**src/rtl/tbase_pkg.sv**
```systemverilog
package tbase_pkg;

    typedef enum logic {
        TB_COMPAT = 1'b0,
        TB_FAST   = 1'b1
    } tb_mode_e;

    // Shared time base handed from the counter to the router.
    typedef struct packed {
        logic ce;    // enabled cycle, already quiet during reset
        logic tick;  // prescaled one-cycle pulse
    } tb_base_s;

    // A line follows the prescaled tick when the mode forces it or its enable asks for it.
    function automatic logic use_prescale(tb_mode_e mode, logic en);
        return (mode == TB_COMPAT) || en;
    endfunction

endpackage

```
**src/rtl/tbase_divcnt.sv**
```systemverilog
module tbase_divcnt
    import tbase_pkg::*;
#(
    parameter int CNT_W      = 4,
    parameter int RESET_LOAD = 5
) (
    input  logic             clk,
    input  logic             rst,
    input  logic             ce_i,
    input  logic [CNT_W-1:0] reload_i,
    output tb_base_s         base_o
);

    localparam logic [CNT_W-1:0] LOAD_VAL = CNT_W'(RESET_LOAD);
    localparam logic [CNT_W-1:0] ZERO     = '0;

    logic [CNT_W-1:0] cnt_q;
    logic             at_zero;

    assign at_zero = (cnt_q == ZERO);

    always_ff @(posedge clk) begin
        if (rst) begin
            cnt_q <= LOAD_VAL;
        end else if (ce_i) begin
            if (at_zero) cnt_q <= reload_i;
            else         cnt_q <= cnt_q - 1'b1;
        end
    end

    always_comb begin
        base_o.ce   = ce_i & ~rst;
        base_o.tick = ce_i & ~rst & at_zero;
    end

endmodule

```
**src/rtl/tbase_route.sv**
```systemverilog
module tbase_route
    import tbase_pkg::*;
#(
    parameter int N_PERIPH = 5
) (
    input  tb_base_s            base_i,
    input  tb_mode_e            mode_i,
    input  logic [N_PERIPH-1:0] en_i,
    output logic [N_PERIPH-1:0] tick_o
);

    for (genvar g = 0; g < N_PERIPH; g++) begin : g_line
        always_comb begin
            if (use_prescale(mode_i, en_i[g])) tick_o[g] = base_i.tick;
            else                               tick_o[g] = base_i.ce;
        end
    end

endmodule

```
**src/rtl/tbase_prescaler.sv**
```systemverilog
module tbase_prescaler
    import tbase_pkg::*;
#(
    parameter int CNT_W      = 4,
    parameter int N_PERIPH   = 5,
    parameter int RESET_LOAD = 5
) (
    input  logic                clk,
    input  logic                rst,
    input  logic                ce_i,
    input  logic [CNT_W-1:0]    div_sel_i,
    input  logic                fast_mode_i,
    input  logic [N_PERIPH-1:0] pre_en_i,
    output logic [N_PERIPH-1:0] tick_o
);

    tb_base_s base;
    tb_mode_e mode;

    assign mode = fast_mode_i ? TB_FAST : TB_COMPAT;

    tbase_divcnt #(
        .CNT_W      (CNT_W),
        .RESET_LOAD (RESET_LOAD)
    ) u_divcnt (
        .clk      (clk),
        .rst      (rst),
        .ce_i     (ce_i),
        .reload_i (div_sel_i),
        .base_o   (base)
    );

    tbase_route #(
        .N_PERIPH (N_PERIPH)
    ) u_route (
        .base_i (base),
        .mode_i (mode),
        .en_i   (pre_en_i),
        .tick_o (tick_o)
    );

endmodule

```
**config.mk**
```make
export PLATFORM = sky130hd
export DESIGN_NAME = tbase_prescaler
export DESIGN_NICKNAME = d
export VERILOG_FILES = /design/src/rtl/tbase_pkg.sv /design/src/rtl/tbase_divcnt.sv /design/src/rtl/tbase_route.sv /design/src/rtl/tbase_prescaler.sv
export SDC_FILE = /design/constraint.sdc
export NUM_CORES = 1
export LEC_CHECK = 0
export BUFFER_PORTS_ARGS = -buffer_cell sky130_fd_sc_hd__buf_4
export CORE_AREA = 2 2 39 41
export DETAILED_ROUTE_END_ITERATION = 7
export DIE_AREA = 0 0 41 43
export GPL_ROUTABILITY_DRIVEN = 0
export MAX_ROUTING_LAYER = met4
export PLACE_DENSITY_LB_ADDON = 0.15
export SYNTH_ARGS = -nofsm -noshare
export SYNTH_HDL_FRONTEND = slang
export SYNTH_HIERARCHICAL = 1
export SYNTH_SLANG_ARGS = --single-unit
```
**constraint.sdc**
```tcl
create_clock -name clk -period 1.7 [get_ports clk]
set_input_delay 0.34 -clock clk [delete_from_list [all_inputs] [get_ports clk]]
set_output_delay 0.34 -clock clk [all_outputs]
set_load 0.02 [all_outputs]
```
### Word level (Yosys, flattened, before mapping)

Cells that the tools add are included.

* flip-flop bits (word level): 4
* output and inout port bits: 5

* add/sub/neg operators: 1
* multiplexer cells: 7
* bitwise gates (word level): 4
* reduce and logical (&&, ||, !) cells: 6

Operators by type and width (number)
* 2-to-1 mux 1 bit: 6
* logical OR 1 bit: 5
* zero test 4 bit: 1
* 2-to-1 mux 4 bit: 1
* subtractor 4 x 1 -> 4 bit (second input constant): 1
* AND 1 bit: 2
* NOT 1 bit: 2

### Logic depth before layout (Yosys ltp)

* depth in word-level cells: 4
* depth in mapped cells: 5

### Hierarchy

Netlist, hierarchy kept.

By module, submodules not included
* tbase_divcnt: times used 1, cells an instance 30, area each 251.5 um2
* tbase_route: times used 1, cells an instance 10, area each 87.6 um2

### Least setup slack after synthesis

Ideal clock, no wire load.

* kind: register to output
* from: register u_divcnt.cnt_q[0]
* to: output tick_o[0]
* arrival time: 1.348 ns
* data required time: 1.360 ns
* slack: 0.012 ns
* cell stages (with the launch flop): 6
* cell sequence: dfxtp_1 -> inv_1 -> ha_1 -> nor3b_2 -> and2_1 -> mux2_1

RTL lines
* start, declared: RTL line tbase_divcnt.sv:17 `logic [CNT_W-1:0] cnt_q;`
* start signal, assigned: RTL line tbase_divcnt.sv:26 `if (at_zero) cnt_q <= reload_i;`
* start signal, assigned: RTL line tbase_divcnt.sv:27 `else cnt_q <= cnt_q - 1'b1;`
* end, declared: RTL line tbase_prescaler.sv:14 `output logic [N_PERIPH-1:0] tick_o`

==> metrics.txt <==
synth top area cells dfxtp_1, mux2_1, nor2b_1; endpoints failing setup 5; number of routed nets with antenna violations 0; footprint of the multi-input gates 283 um^2; Cell variety after synth 20; Layout fillers 151; overall die area 1760 um^2; minimum clock period 1.81 ns; switching pwr 90.5 uW; # port buffers 17; Layout Cells excl Fill 82; DRT iter0 DRCs 1; DP Cell Count 78; CP Data Arrival Time 1.47 ns; clock buffer depth 2; CP endpoint kind output pin; Post-Route WL 914 um; Core Footprint 1380 um^2; worst r2r dst u_divcnt/cnt_q[1]$_SDFFE_PP0P_; H-tree depth 1; fin. max-slew vios 0; Mapped Nets 54; CP required 1.36 ns; crit path max fanout 5; commonest non-fill, non-tap cell in the layout buf_4; Hold Crit Class in -> reg; crit path from u_divcnt/cnt_q[1]$_SDFFE_PP0P_; VDD IR max 0.472 mV; Mapped Area 339 um^2; DP HPWL 692 um; Final Cycle Share 106%; DR vias 370; worst r2r src u_divcnt/cnt_q[0]$_SDFFE_PP1P_; power density cells 545 nW/um^2; Hold Slack 0.298 ns; grt ovf 0; max FFs per register 4; min setup slack post-route -0.105 ns; Worst-Margin Slew 0.264 ns; first-pass GRT wire length 1470 um; IO Count 18; sw frac 26.9%; critical path class reg -> out; initial antenna violation count 0; Ys Warns 6; synthesized area per cell 8.48 um^2; R2R depth 7; area share of the largest cell type after synthesis 23.6%; Max-cap violations 0; Die X 41 um; DRC Markers 0; Most flops, register u_divcnt/cnt_q; slew margin rel. 82.1%; Final Hold Fails 0; static leakage 0.266 nW; Clock Skew 0.00457 ns; RSZ-0062 raised after global routing yes; Worst Hold Launch rst; Internal Power 245 uW; clk slew on worst S/H paths 0.04 ns; GRT Util Overall 13.2%; Startpoint Class register; vias in the first global route 336; Register Area 82.6 um^2; pin count of the biggest net entering global routing 10; CTS Hold Bufs 0; commonest cells after routing, fill and taps aside buf_4, nor2b_1, buf_6, mux2_4; antenna cells 0; CTS Buf Count 3; share of layout cells above drive strength 1 59.1%; Regs by FF count u_divcnt/cnt_q x4; Gate power share 32.0%; Area Overhead vs Synth 81.5%; Clock Latency Late Sink 0.24 ns; failing checks negative setup slack; Worst Setup EP tick_o[0]; power share of the clock group 36.0%; drt via density 4.51; DR pass1 iterations 2; status finished with violations; Synth Register Bits 4; sequential fraction of the synthesis area 23.6%; CTS sink count 4; DR WL/cell 11.1 um; Synth Instances 40; Reg2Reg Setup Slack 0.23 ns; Cell Rows 14; fin nets 82; Max Freq 554 MHz; CTS tree built; Starting Density 24.5%; Die Span Y 43 um; root buf cell clkbuf_4; area leader, netlist dfxtp_1; Seq pwr share 32.0%
[cells in the mapped netlist]
master,number
inv_1,3
and2_1,1
o211ai_1,1
a21oi_1,3
nor2_1,2
ha_1,1
o32ai_1,1
mux2i_1,1
clkinvlp_2,1
mux2_1,5
nand2_1,2
nor3b_2,1
o31ai_1,1
nor2b_1,6
nor3_1,1
o21bai_1,1
nor4b_1,1
dfxtp_1,4
or4b_1,2
nand2b_1,2
[worst min path at each step]
stage	endpoint	slack, ns	depth (start not counted)
after floorplan	u_divcnt/cnt_q[1]$_SDFFE_PP0P_	0.41	1
after global placement	u_divcnt/cnt_q[3]$_SDFFE_PP0P_	0.54	2
after detailed placement	u_divcnt/cnt_q[3]$_SDFFE_PP0P_	0.53	2
after CTS	u_divcnt/cnt_q[1]$_SDFFE_PP0P_	0.30	2
after global routing	u_divcnt/cnt_q[1]$_SDFFE_PP0P_	0.30	2
final	u_divcnt/cnt_q[1]$_SDFFE_PP0P_	0.30	2
[power by group through the flow]
stage | logic [mW] | clock network (mW) | registers, mW
2_1_floorplan | 0.0406 | 0 | 0.107
3_3_place_gp | 0.0902 | 0 | 0.107
3_5_place_dp | 0.0899 | 0 | 0.107
4_1_cts | 0.105 | 0.125 | 0.107
5_1_grt | 0.117 | 0.137 | 0.108
6_report | 0.107 | 0.121 | 0.107
[what timing repair did]
item / CTS / global route
gates cloned: 0 / 0
pin swaps: 2 / 1
endpoints found under the setup margin: 5 / 5
resized for setup: 17 / 1
buffers inserted: 0 / 1
[final cells by class]
type	instances	area share [%]
Inverter	4	2.64
Multi-Input combinational cell	32	45.9
Clock buffer	3	3.66
Timing Repair Buffer	23	31.1
Tap cell	16	3.25
Sequential cell	4	13.4
[logic make-up (layout without fill, tap and decap cells)]
kind of cell | after synthesis | in the layout | share of synthesized area (%)
muxes | 6 | 6 | 19.6
and+or+nand+nor | 18 | 18 | 34.7
DFF | 4 | 4 | 23.6
AOI/OAI and AO/OA | 7 | 7 | 13.7
adders and majority gates | 1 | 1 | 3.69
buffers and inverters | 4 | 30 | 4.80
[metal layers]
metal / GRT usage, % / part of all wire (%) / vias to the layer above / wire length (um)
met5: - / 0 / - / 0
met3: 7.85 / 3.9 / 2 / 36
met1: 17.8 / 50 / 163 / 454
met4: 6.00 / 1.4 / 0 / 13
met2: 15.3 / 45 / 9 / 410
li1: - / - / 196 / -
[critical path, stage by stage (launching register included)]
cell and delay (ns):
dfxtp_2 0.33, inv_2 0.05, ha_4 0.15, nor3b_4 0.14
and2_4 0.16, mux2_4 0.27, buf_6 0.13
[through the flow]
stage / instance area (um^2) / setup TNS (ns) / utilization [%] / worst slack [ns] / power (mW)
global placement: 524 / 0 / 37.9 / 0.0256 / 0.197
CTS: 608 / -0.545 / 43.9 / -0.110 / 0.337
detailed placement: 524 / 0 / 37.9 / 0.00912 / 0.197
floorplan: 339 / 0 / - / 0.0120 / 0.148
finish: 616 / -0.509 / 44.5 / -0.105 / 0.336
global route: 616 / -0.800 / 44.5 / -0.165 / 0.362
(Power assumes the default switching activity.)
